$ cat config.mk
export PLATFORM = sky130hd
export DESIGN_NAME = rtc_trim_divider
export DESIGN_NICKNAME = d
export VERILOG_FILES = /design/src/rtl/rtc_trim_pkg.sv /design/src/rtl/rtc_trim_regs.sv /design/src/rtl/rtc_seg_seq.sv /design/src/rtl/rtc_subsec_cnt.sv /design/src/rtl/rtc_trim_divider.sv
export SDC_FILE = /design/constraint.sdc
export NUM_CORES = 1
export LEC_CHECK = 0
export CORE_MARGIN = 3
export CORE_UTILIZATION = 65
export DETAILED_ROUTE_END_ITERATION = 6
export PLACE_DENSITY = 0.94
export SLEW_MARGIN = 20
export SYNTH_ARGS = -nofsm -noshare
export SYNTH_HDL_FRONTEND = slang
export SYNTH_SLANG_ARGS = --single-unit
$ cat constraint.sdc
create_clock -name clk -period 9 [get_ports clk]
set_input_delay 1.8 -clock clk [delete_from_list [all_inputs] [get_ports clk]]
set_output_delay 1.8 -clock clk [all_outputs]
set_load 0.03 [all_outputs]
$ cat src/rtl/rtc_trim_pkg.sv
package rtc_trim_pkg;
  localparam int unsigned RT_COARSE_W   = 20;
  localparam int unsigned RT_FINE_W     = 2;
  localparam int unsigned RT_SUB_W      = 8;
  localparam int unsigned RT_RST_COARSE = 32'h10000;
  localparam int unsigned RT_MIN_COARSE = 128;

  typedef enum logic {
    SEL_COARSE = 1'b0,
    SEL_FINE   = 1'b1
  } trim_sel_e;
endpackage

$ cat src/rtl/rtc_trim_regs.sv
module rtc_trim_regs
  import rtc_trim_pkg::*;
#(
  parameter int unsigned CW        = RT_COARSE_W,
  parameter int unsigned FW        = RT_FINE_W,
  parameter int unsigned RST_COARSE = RT_RST_COARSE
) (
  input  logic          clk,
  input  logic          rst,
  input  logic          wr_en,
  input  logic          wr_sel,
  input  logic [CW-1:0] wr_data,
  input  logic          commit,
  output logic [CW-1:0] pend_c,
  output logic [FW-1:0] pend_f,
  output logic [CW-1:0] act_c,
  output logic [FW-1:0] act_f
);
  localparam logic [CW-1:0] RST_C = CW'(RST_COARSE);

  trim_sel_e sel;
  assign sel = trim_sel_e'(wr_sel);

  // pending (shadow) values, written by the port
  always_ff @(posedge clk) begin
    if (rst) begin
      pend_c <= RST_C;
      pend_f <= '0;
    end else if (wr_en) begin
      if (sel == SEL_COARSE) pend_c <= wr_data;
      else                   pend_f <= wr_data[FW-1:0];
    end
  end

  // values in use, moved over only at a second boundary or restart
  always_ff @(posedge clk) begin
    if (rst) begin
      act_c <= RST_C;
      act_f <= '0;
    end else if (commit) begin
      act_c <= pend_c;
      act_f <= pend_f;
    end
  end

  assert_shadow_hold_R6: assert property (@(posedge clk) disable iff (rst)
    !commit |=> ($stable(act_c) && $stable(act_f)));

  assert_coarse_min_R1: assert property (@(posedge clk) disable iff (rst)
    act_c >= CW'(RT_MIN_COARSE));
endmodule

$ cat src/rtl/rtc_seg_seq.sv
module rtc_seg_seq
  import rtc_trim_pkg::*;
#(
  parameter int unsigned CW         = RT_COARSE_W,
  parameter int unsigned FW         = RT_FINE_W,
  parameter int unsigned RST_COARSE = RT_RST_COARSE
) (
  input  logic          clk,
  input  logic          rst,
  input  logic          tick,
  input  logic          restart,
  input  logic [CW-1:0] act_c,
  input  logic [FW-1:0] act_f,
  input  logic [CW-1:0] pend_c,
  input  logic [FW-1:0] pend_f,
  output logic          seg_end,
  output logic          sec_end
);
  localparam logic [FW-1:0] LAST  = '1;
  localparam logic [CW:0]   ONE   = (CW+1)'(1);
  localparam logic [CW:0]   RST_Q = (CW+1)'(RST_COARSE - 1);

  logic [FW-1:0] seg_idx;
  logic [CW:0]   seg_cnt;

  // length of segment k: coarse, plus one while k is below fine
  function automatic logic [CW:0] seg_len(input logic [CW-1:0] c,
                                          input logic [FW-1:0] f,
                                          input logic [FW-1:0] k);
    seg_len = {1'b0, c} + {{CW{1'b0}}, (k < f)};
  endfunction

  assign seg_end = tick && (seg_cnt == '0);
  assign sec_end = seg_end && (seg_idx == LAST);

  always_ff @(posedge clk) begin
    if (rst) begin
      seg_idx <= '0;
      seg_cnt <= RST_Q;
    end else if (restart) begin
      seg_idx <= '0;
      seg_cnt <= seg_len(pend_c, pend_f, '0) - ONE;
    end else if (tick) begin
      if (seg_cnt == '0) begin
        if (seg_idx == LAST) begin
          seg_idx <= '0;
          seg_cnt <= seg_len(pend_c, pend_f, '0) - ONE;
        end else begin
          seg_idx <= seg_idx + 1'b1;
          seg_cnt <= seg_len(act_c, act_f, seg_idx + 1'b1) - ONE;
        end
      end else begin
        seg_cnt <= seg_cnt - ONE;
      end
    end
  end

  assert_seg_bound_R1: assert property (@(posedge clk) disable iff (rst)
    seg_cnt <= {1'b0, act_c});
endmodule

$ cat src/rtl/rtc_subsec_cnt.sv
module rtc_subsec_cnt
  import rtc_trim_pkg::*;
#(
  parameter int unsigned CW         = RT_COARSE_W,
  parameter int unsigned FW         = RT_FINE_W,
  parameter int unsigned SW         = RT_SUB_W,
  parameter int unsigned RST_COARSE = RT_RST_COARSE
) (
  input  logic          clk,
  input  logic          rst,
  input  logic          tick,
  input  logic          restart,
  input  logic          seg_end,
  input  logic          sec_end,
  input  logic [CW-1:0] act_c,
  input  logic [CW-1:0] pend_c,
  output logic [SW-1:0] subsec,
  output logic          pulse
);
  localparam int unsigned SEG_STEPS = (1 << SW) >> FW;
  localparam int unsigned SH        = $clog2(SEG_STEPS);
  localparam int unsigned SCW       = CW - SH;
  localparam logic [SCW-1:0] S_ONE  = SCW'(1);
  localparam logic [SCW-1:0] RST_S  = SCW'((RST_COARSE >> SH) - 1);

  logic [SCW-1:0] step_cnt;
  logic [SW-1:0]  sub_q;
  logic [SCW-1:0] act_step;
  logic [SCW-1:0] pend_step;

  assign act_step  = act_c[CW-1:SH];
  assign pend_step = pend_c[CW-1:SH];

  always_ff @(posedge clk) begin
    if (rst) begin
      step_cnt <= RST_S;
      sub_q    <= '1;
      pulse    <= 1'b0;
    end else begin
      pulse <= 1'b0;
      if (restart) begin
        step_cnt <= pend_step - S_ONE;
        sub_q    <= '1;
      end else if (tick) begin
        if (seg_end) begin
          sub_q    <= sub_q - 1'b1;
          pulse    <= (sub_q == '0);
          step_cnt <= (sec_end ? pend_step : act_step) - S_ONE;
        end else if (step_cnt == '0) begin
          step_cnt <= act_step - S_ONE;
          if (sub_q[SH-1:0] != '0) sub_q <= sub_q - 1'b1;
        end else begin
          step_cnt <= step_cnt - S_ONE;
        end
      end
    end
  end

  assign subsec = sub_q;

  assert_step_nonzero_R4: assert property (@(posedge clk) disable iff (rst)
    act_step != '0);

  assert_seg_align_R3: assert property (@(posedge clk) disable iff (rst)
    (seg_end && !restart) |-> (sub_q[SH-1:0] == '0));

  assert_freeze_R8: assert property (@(posedge clk) disable iff (rst)
    (!tick && !restart) |=> $stable(sub_q));
endmodule

$ cat src/rtl/rtc_trim_divider.sv
module rtc_trim_divider
  import rtc_trim_pkg::*;
#(
  parameter int unsigned CW         = RT_COARSE_W,
  parameter int unsigned FW         = RT_FINE_W,
  parameter int unsigned SW         = RT_SUB_W,
  parameter int unsigned RST_COARSE = RT_RST_COARSE
) (
  input  logic          clk,
  input  logic          rst,
  input  logic          ref_en,
  input  logic          wr_en,
  input  logic          wr_sel,
  input  logic [CW-1:0] wr_data,
  input  logic          subsec_rst,
  output logic          sec_pulse,
  output logic [SW-1:0] subsec
);
  logic [CW-1:0] pend_c, act_c;
  logic [FW-1:0] pend_f, act_f;
  logic          seg_end, sec_end, commit;

  assign commit = subsec_rst || sec_end;

  rtc_trim_regs #(.CW(CW), .FW(FW), .RST_COARSE(RST_COARSE)) u_regs (
    .clk(clk), .rst(rst), .wr_en(wr_en), .wr_sel(wr_sel), .wr_data(wr_data),
    .commit(commit), .pend_c(pend_c), .pend_f(pend_f),
    .act_c(act_c), .act_f(act_f)
  );

  rtc_seg_seq #(.CW(CW), .FW(FW), .RST_COARSE(RST_COARSE)) u_seq (
    .clk(clk), .rst(rst), .tick(ref_en), .restart(subsec_rst),
    .act_c(act_c), .act_f(act_f), .pend_c(pend_c), .pend_f(pend_f),
    .seg_end(seg_end), .sec_end(sec_end)
  );

  rtc_subsec_cnt #(.CW(CW), .FW(FW), .SW(SW), .RST_COARSE(RST_COARSE)) u_sub (
    .clk(clk), .rst(rst), .tick(ref_en), .restart(subsec_rst),
    .seg_end(seg_end), .sec_end(sec_end), .act_c(act_c), .pend_c(pend_c),
    .subsec(subsec), .pulse(sec_pulse)
  );

  assert_pulse_top_R5: assert property (@(posedge clk) disable iff (rst)
    sec_pulse |-> (subsec == '1));

  assert_pulse_single_R5: assert property (@(posedge clk) disable iff (rst)
    sec_pulse |=> !sec_pulse);

  assert_restart_R7: assert property (@(posedge clk) disable iff (rst)
    subsec_rst |=> ((subsec == '1) && !sec_pulse));
endmodule

# [Word-level counts from Yosys, hierarchy flattened]
# Index checks and enable logic that the tools add are counted.
[totals] regBits=90 in_bits=26 out_inout_bits=9 wordCells=55
[op_classes] n_addsub=11 order_cmp=2 eq_ne=1 mux=13 bitwise_logic=3 reduce_logical=16
[op_table] cell="two-way mux 21 bit" n=4
[op_table] cell="two-way mux 14 bit" n=5
[op_table] cell="subtractor 21 x 1 -> 21 bit (second input constant)" n=3
[op_table] cell="subtractor 14 x 1 -> 14 bit (second input constant)" n=4
[op_table] cell="adder 20 x 1 -> 21 bit" n=2
[op_table] cell="two-way mux 8 bit" n=3
[op_table] cell="zero test 21 bit" n=1
[op_table] cell="zero test 14 bit" n=1
[op_table] cell="zero test 8 bit" n=1
[op_table] cell="subtractor 8 x 1 -> 8 bit (second input constant)" n=1
[op_table] cell="AND reduction 2 bit" n=3
[op_table] cell="nonzero test 2 bit" n=3
[op_table] cell="nonzero test 6 bit" n=1
[op_table] cell="OR reduction 4 bit" n=1
[op_table] cell="inverter 1 bit" n=3
[op_table] cell="AND reduction 3 bit" n=1
[op_table] cell="adder 2 x 1 -> 2 bit (second input constant)" n=1
[op_table] cell="equality test 2 bit (second input constant)" n=1
[op_table] cell="logical AND 1 bit" n=2
[op_table] cell="< comparator 1 x 2 -> 1 bit (first input constant)" n=1
[op_table] cell="< comparator 2 bit" n=1
[op_table] cell="two-way mux 2 bit" n=1
[op_table] cell="OR reduction 2 bit" n=1
[op_table] cell="logical OR 1 bit" n=1

# [Longest topological paths before layout]
[depth] depth_word=8 depth_mapped=15 mapped_depth_nobuf=13

# [Modules after synthesis]
# From an unflattened synthesis, not the netlist that was laid out.
[unflattened] cells_unflattened=749 hier_area_um2=6138.4
[by_module_without_submodules] mod="rtc_seg_seq" instances=1 cells_each=335 area_per_inst_um2=2511.2 seq_area_each_um2=460.4
[by_module_without_submodules] mod="rtc_subsec_cnt" instances=1 cells_each=245 area_per_inst_um2=1865.5 seq_area_each_um2=460.4
[by_module_without_submodules] mod="rtc_trim_regs" instances=1 cells_each=168 area_per_inst_um2=1755.4 seq_area_each_um2=880.8
[by_module_without_submodules] mod="rtc_trim_divider" instances=1 cells_each=1 area_per_inst_um2=6.3 seq_area_each_um2=0.0

# [Least setup slack after synthesis]
# OpenSTA, ideal clock, no wires.
[synth_path] path_kind="input to register" startpoint="in ref_en" endpoint="reg u_sub.step_cnt[12]" setup_ns=0.079 t_arrival_ns=4.236 required_ns=8.921 slack_ns=4.685 cell_stages=12 path_buffers=4 cell_sequence="and4_1 -> buf_2 -> a31o_1 -> buf_6 -> clkbuf_1 -> clkbuf_1 -> a21oi_1 -> ha_1 -> nand3_1 -> or3_4 -> or4b_1 -> o211ai_1"
[synth_via] elab_chain_len=7 elab_cells_between_ends=8 cone_classes="add/sub: 1; mux: 4; reduce/logical: 3"
[synth_lines] item="start, declared" line_no="rtc_trim_divider.sv:11" source="input logic ref_en,"
[synth_lines] item="logical AND 1 bit" line_no="rtc_seg_seq.sv:33" source="assign seg_end = tick && (seg_cnt == '0);"
[synth_lines] item="logical AND 1 bit" line_no="rtc_seg_seq.sv:34" source="assign sec_end = seg_end && (seg_idx == LAST);"
[synth_lines] item="two-way mux 14 bit" line_no="rtc_subsec_cnt.sv:48" source="step_cnt <= (sec_end ? pend_step : act_step) - S_ONE;"
[synth_lines] item="subtractor 14 x 1 -> 14 bit" line_no="rtc_subsec_cnt.sv:48"
[synth_lines] item="two-way mux 14 bit" line_no="rtc_subsec_cnt.sv:45" source="if (seg_end) begin"
[synth_lines] item="two-way mux 14 bit" line_no="rtc_subsec_cnt.sv:44" source="end else if (tick) begin"
[synth_lines] item="two-way mux 14 bit" line_no="rtc_subsec_cnt.sv:41" source="if (restart) begin"
[synth_lines] item="end signal, assigned" line_no="rtc_subsec_cnt.sv:42" source="step_cnt <= pend_step - S_ONE;"
[synth_lines] item="end signal, assigned" line_no="rtc_subsec_cnt.sv:48"
[synth_lines] item="end signal, assigned" line_no="rtc_subsec_cnt.sv:50" source="step_cnt <= act_step - S_ONE;"
[synth_lines] item="end, declared" line_no="rtc_subsec_cnt.sv:26" source="logic [SCW-1:0] step_cnt;"
# Several ways; a longest one is shown, not always the timed one. The select of a mux whose other input is x is not followed.
# A chain may end at the register's enable or synchronous reset.

# [Worst setup path after layout]
# Ends and elaborated chain as after synthesis.

==> run summary <==
=================================================================================================
Run status ......................................................................... complete, no violations
CTS max path bufs ..................................................................            2
CTS tree ...........................................................................        built
WP buf/inv .........................................................................            2
Worst-path fanout max ..............................................................           39
Die Footprint ......................................................................   9810 sq um
Number of antenna diodes ...........................................................            0
Least-Margin Pin Slew ..............................................................      1.00 ns
Gate count after technology mapping ................................................          758
Fraction of power spent switching nets .............................................        0.320
Insertion delay to the later sink of the worst-skew pair ...........................      0.37 ns
Top Metal Used .....................................................................         met4
Reported net switching power .......................................................   0.000311 W
Area of combinational cells with multiple inputs ...................................   3570 sq um
Resized Gates After CTS ............................................................            0
YS warnings ........................................................................            0
Total global routing overflow ......................................................            0
Total via count in the routed design ...............................................         5797
Detail-routed via count per cell ...................................................         6.66
Vias in the first global route .....................................................         5573
Type of the worst min-delay path ...................................................      reg2reg
Most frequent cells after synthesis ................................................ 141 x sky130_fd_sc_hd__nand2_1, 90 x sky130_fd_sc_hd__dfxtp_1, 79 x sky130_fd_sc_hd__a21oi_1
Chip width .........................................................................      99.0 um
Final total negative setup slack ...................................................         0 ns
Max Slew Vio Count .................................................................            0
Startpoint type of the worst setup path ............................................    input pin
Power density normalized to cell area ..............................................  157 nW/um^2
Hold Worst Slack ...................................................................     0.465 ns
Global Route Usage Sum .............................................................        0.341
Metal1 wirelength ..................................................................      6.83 mm
Layout overhead on the synthesized area ............................................        9.92%
Cell-internal power ................................................................   0.000661 W
Portion of synthesized cell area occupied by the leading cell type .................        0.320
Cell-by-cell listing of the critical path .......................................... clkdlybuf4s50_1 -> buf_4 -> nand4_1 -> o21ai_2 -> nand2_1 -> a22oi_1 -> o21a_1 -> ha_1 -> nand3_1 -> or3_4 -> or4b_1 -> o211ai_1
Average cell area after synthesis ..................................................   7.42 sq um
Setup slack of the critical path after layout ......................................      4.15 ns
Clock-pin slew on the worst setup and hold paths ...................................      0.10 ns
Total routed wirelength ............................................................      16.6 mm
Maximum vdd drop ...................................................................   0.000117 V
Sum of internal, switching and leakage power .......................................   0.000971 W
Top area cells in the synthesized netlist .......................................... sky130_fd_sc_hd__dfxtp_1 32%, sky130_fd_sc_hd__nand2_1 9.4%, sky130_fd_sc_hd__a21oi_1 7.0%
Setup violators final ..............................................................            0
Count of buffers inserted at the top-level ports ...................................           34
Count of TritonRoute iterations in the first routing pass ..........................            6
Cell area after technology mapping .................................................   5630 sq um
Top cell family by delay on the critical path ...................................... simple AND/OR/NAND/NOR gates
Total count of hold-check failures in the final report .............................            0
Slowest Stage Delay on Critical Path ...............................................      0.54 ns
Final GP Congestion ................................................................        0.974
Part of the total power dissipated in sequential elements ..........................        0.468
Number of placement rows ...........................................................           33
Share of cells above drive strength 1 ..............................................       0.0562
Layout Nets ........................................................................          797
Proportion of register bits with asynchronous set or reset after synthesis .........            0
Fraction of power consumed by the clock network ....................................        0.340
CTS sink cnt .......................................................................           90
Syn nets ...........................................................................          795
Worst Path Required ................................................................      9.30 ns
Relative slew slack ................................................................        0.331
Number of buffers added by the clock tree synthesis step ...........................            9
Initial cell density of the core ...................................................        0.678
Worst Setup End Kind ...............................................................    flip-flop
Setup Crit Path Kind ...............................................................       in2reg
Leak Pwr ...........................................................................      2.20 nW
Combinational fraction of design power .............................................        0.192
Share of the core filled with cells in the final layout ............................        0.745
Clock root buffer .................................................................. sky130_fd_sc_hd__clkbuf_8
Fmax ...............................................................................      206 MHz
Post-detailed-route wirelength per cell ............................................      19.1 um
Filler cell count in the final layout ..............................................          646
RSZ-0062 raised after global routing ...............................................           no
Iteration-0 DRC Markers ............................................................          716
Count of pins on the block boundary ................................................           35
Final worst clock skew .............................................................    0.0113 ns
Number of antenna violations at the first check in global routing ..................            0
Number of distinct library cell variants in the gate-level netlist after synthesis .           63
Detailed Place HPWL ................................................................      11.6 mm
Sequential area share after synthesis ..............................................        0.320
Number of antenna-violating nets in the routed design ..............................            0
Top flip-flop cell by instance count after synthesis ............................... sky130_fd_sc_hd__dfxtp_1
Max cap viols ......................................................................            0
Met3 layer wire length in the routed design ........................................      1.73 mm
Cell with the most instances after synthesis ....................................... sky130_fd_sc_hd__nand2_1
Buffers inserted by post-CTS timing repair .........................................            0
Routed length on met2 ..............................................................      7.62 mm
Residual DRC count .................................................................            0
Maximum number of pins on one net before global-route repair .......................           69
Global-route wire length before repair .............................................      27.2 mm
Number of hold buffers added after cts .............................................            0
CP Data Arrival Time ...............................................................      5.15 ns
Shortest clock period the worst path allows after layout ...........................      4.85 ns
Vert. Die Dim ......................................................................      99.0 um
Sequential cell area ...............................................................   1800 sq um
Clock H-tree levels ................................................................            3
Cell type contributing the most total cell area after synthesis .................... sky130_fd_sc_hd__dfxtp_1
Number of enable-type register cells in the synthesized netlist ....................            0
Floorplan Core Area ................................................................   8300 sq um
Cell with the biggest individual delay on the critical path ........................ sky130_fd_sc_hd__or4b_1
Crit share post-route ..............................................................        0.538
Post-Place Setup Slack .............................................................      3.81 ns
Flops & latches, synth .............................................................           90
=================================================================================================
==> cell families (layout without fill, tap and decap cells) <==
| family | after synthesis | after routing | share of synthesized area |
|---|---|---|---|
| muxes | 3 | 3 | 0.00534 |
| AOI/OAI and AO/OA | 205 | 205 | 0.229 |
| and+or+nand+nor | 325 | 325 | 0.284 |
| DFF | 90 | 90 | 0.320 |
| buffers and inverters | 66 | 73 | 0.0465 |
| adders and majority gates | 11 | 11 | 0.0245 |
| xor gates and xnor gates | 58 | 58 | 0.0903 |
==> power by group through the flow <==
stage,logic (W),clock network [W],registers [W]
6_report,0.000187,0.000330,0.000455
5_1_grt,0.000204,0.000343,0.000457
4_1_cts,0.000182,0.000327,0.000452
3_5_place_dp,0.000180,0,0.000462
3_3_place_gp,0.000174,0,0.000461
2_1_floorplan,0.000138,0,0.000448
==> metrics by stage <==
stage,area [sq um],std cells
2_1_floorplan,5630,758
3_3_place_gp,5950,854
3_5_place_dp,5950,854
4_1_cts,6180,870
5_1_grt,6180,870
6_report,6180,870
==> layer usage <==
metal / vias up / track usage
li1: 2707 / -
met1: 2674 / 0.454
met2: 360 / 0.554
met3: 56 / 0.0679
met4: 0 / 0.116
met5: - / 0
==> worst register-to-register path: stages, from the launching register on <==
cell and delay, ns:
sky130_fd_sc_hd__dfxtp_1 0.39, sky130_fd_sc_hd__inv_1 0.08, sky130_fd_sc_hd__ha_1 0.21, sky130_fd_sc_hd__nor4b_2 0.19
sky130_fd_sc_hd__and4_1 0.29, sky130_fd_sc_hd__a31oi_2 0.57, sky130_fd_sc_hd__buf_4 0.35, sky130_fd_sc_hd__nor2_1 0.08
sky130_fd_sc_hd__a211o_1 0.35, sky130_fd_sc_hd__or3_1 0.41, sky130_fd_sc_hd__or4_1 0.43, sky130_fd_sc_hd__o311a_1 0.13
==> layout by cell type (no fill, tap or decap), types with 5 or more instances in the layout <==
master                            netlist  layout
sky130_fd_sc_hd__or3_1                 14      14
sky130_fd_sc_hd__o221ai_1               5       5
sky130_fd_sc_hd__clkdlybuf4s50_1        0      33
sky130_fd_sc_hd__nand3_1               19      19
sky130_fd_sc_hd__a22o_1                 7       7
sky130_fd_sc_hd__or4_1                 10      10
sky130_fd_sc_hd__a211o_1                9       9
sky130_fd_sc_hd__a21oi_1               79      79
sky130_fd_sc_hd__nor4_1                 7       7
sky130_fd_sc_hd__buf_4                  0       7
sky130_fd_sc_hd__xor2_1                25      25
sky130_fd_sc_hd__a22oi_1                7       7
sky130_fd_sc_hd__dfxtp_1               90      90
sky130_fd_sc_hd__a31oi_1                7       6
sky130_fd_sc_hd__nand2_1              141     141
sky130_fd_sc_hd__ha_1                  11      11
sky130_fd_sc_hd__xnor2_1               33      33
sky130_fd_sc_hd__clkbuf_8               0       9
sky130_fd_sc_hd__o21ai_0               40      40
sky130_fd_sc_hd__nand2b_1               8       8
sky130_fd_sc_hd__o21a_1                 5       5
sky130_fd_sc_hd__nor2_1                49      49
sky130_fd_sc_hd__o211ai_1              12      12
sky130_fd_sc_hd__inv_1                 16      16
sky130_fd_sc_hd__nor3_1                37      37
==> cell type report <==
| cell class | instances | share of cell area |
|---|---|---|
| Multi-Input combinational cell | 602 | 0.578 |
| Timing Repair Buffer | 41 | 0.0627 |
| Sequential cell | 90 | 0.291 |
| Clock inverter | 7 | 0.0174 |
| Tap cell | 105 | 0.0212 |
| Inverter | 16 | 0.00971 |
| Clock buffer | 9 | 0.0200 |
==> final timing paths <==
| kind | from | endpoint | slack [ns] | cells after the start |
|---|---|---|---|---|
| worst max-delay path | ref_en | u_sub.step_cnt[12] | 4.15 | 12 |
| worst min register to register | u_regs.act_f[1] | u_regs.act_f[1] | 0.46 | 2 |
| worst min-delay path | u_regs.act_f[1] | u_regs.act_f[1] | 0.46 | 2 |
| worst max register to register | u_seq.seg_cnt[1] | u_sub.step_cnt[9] | 5.40 | 11 |
==> registers in the layout, indices dropped and copies added (netlist names) <==
signal	cells
u_sub.pulse	1
u_regs.act_c	20
u_regs.pend_f	2
u_sub.subsec	8
u_sub.step_cnt	14
u_regs.act_f	2
u_seq.seg_idx	2
u_regs.pend_c	20
u_seq.seg_cnt	21
(Power assumes the default switching activity.)
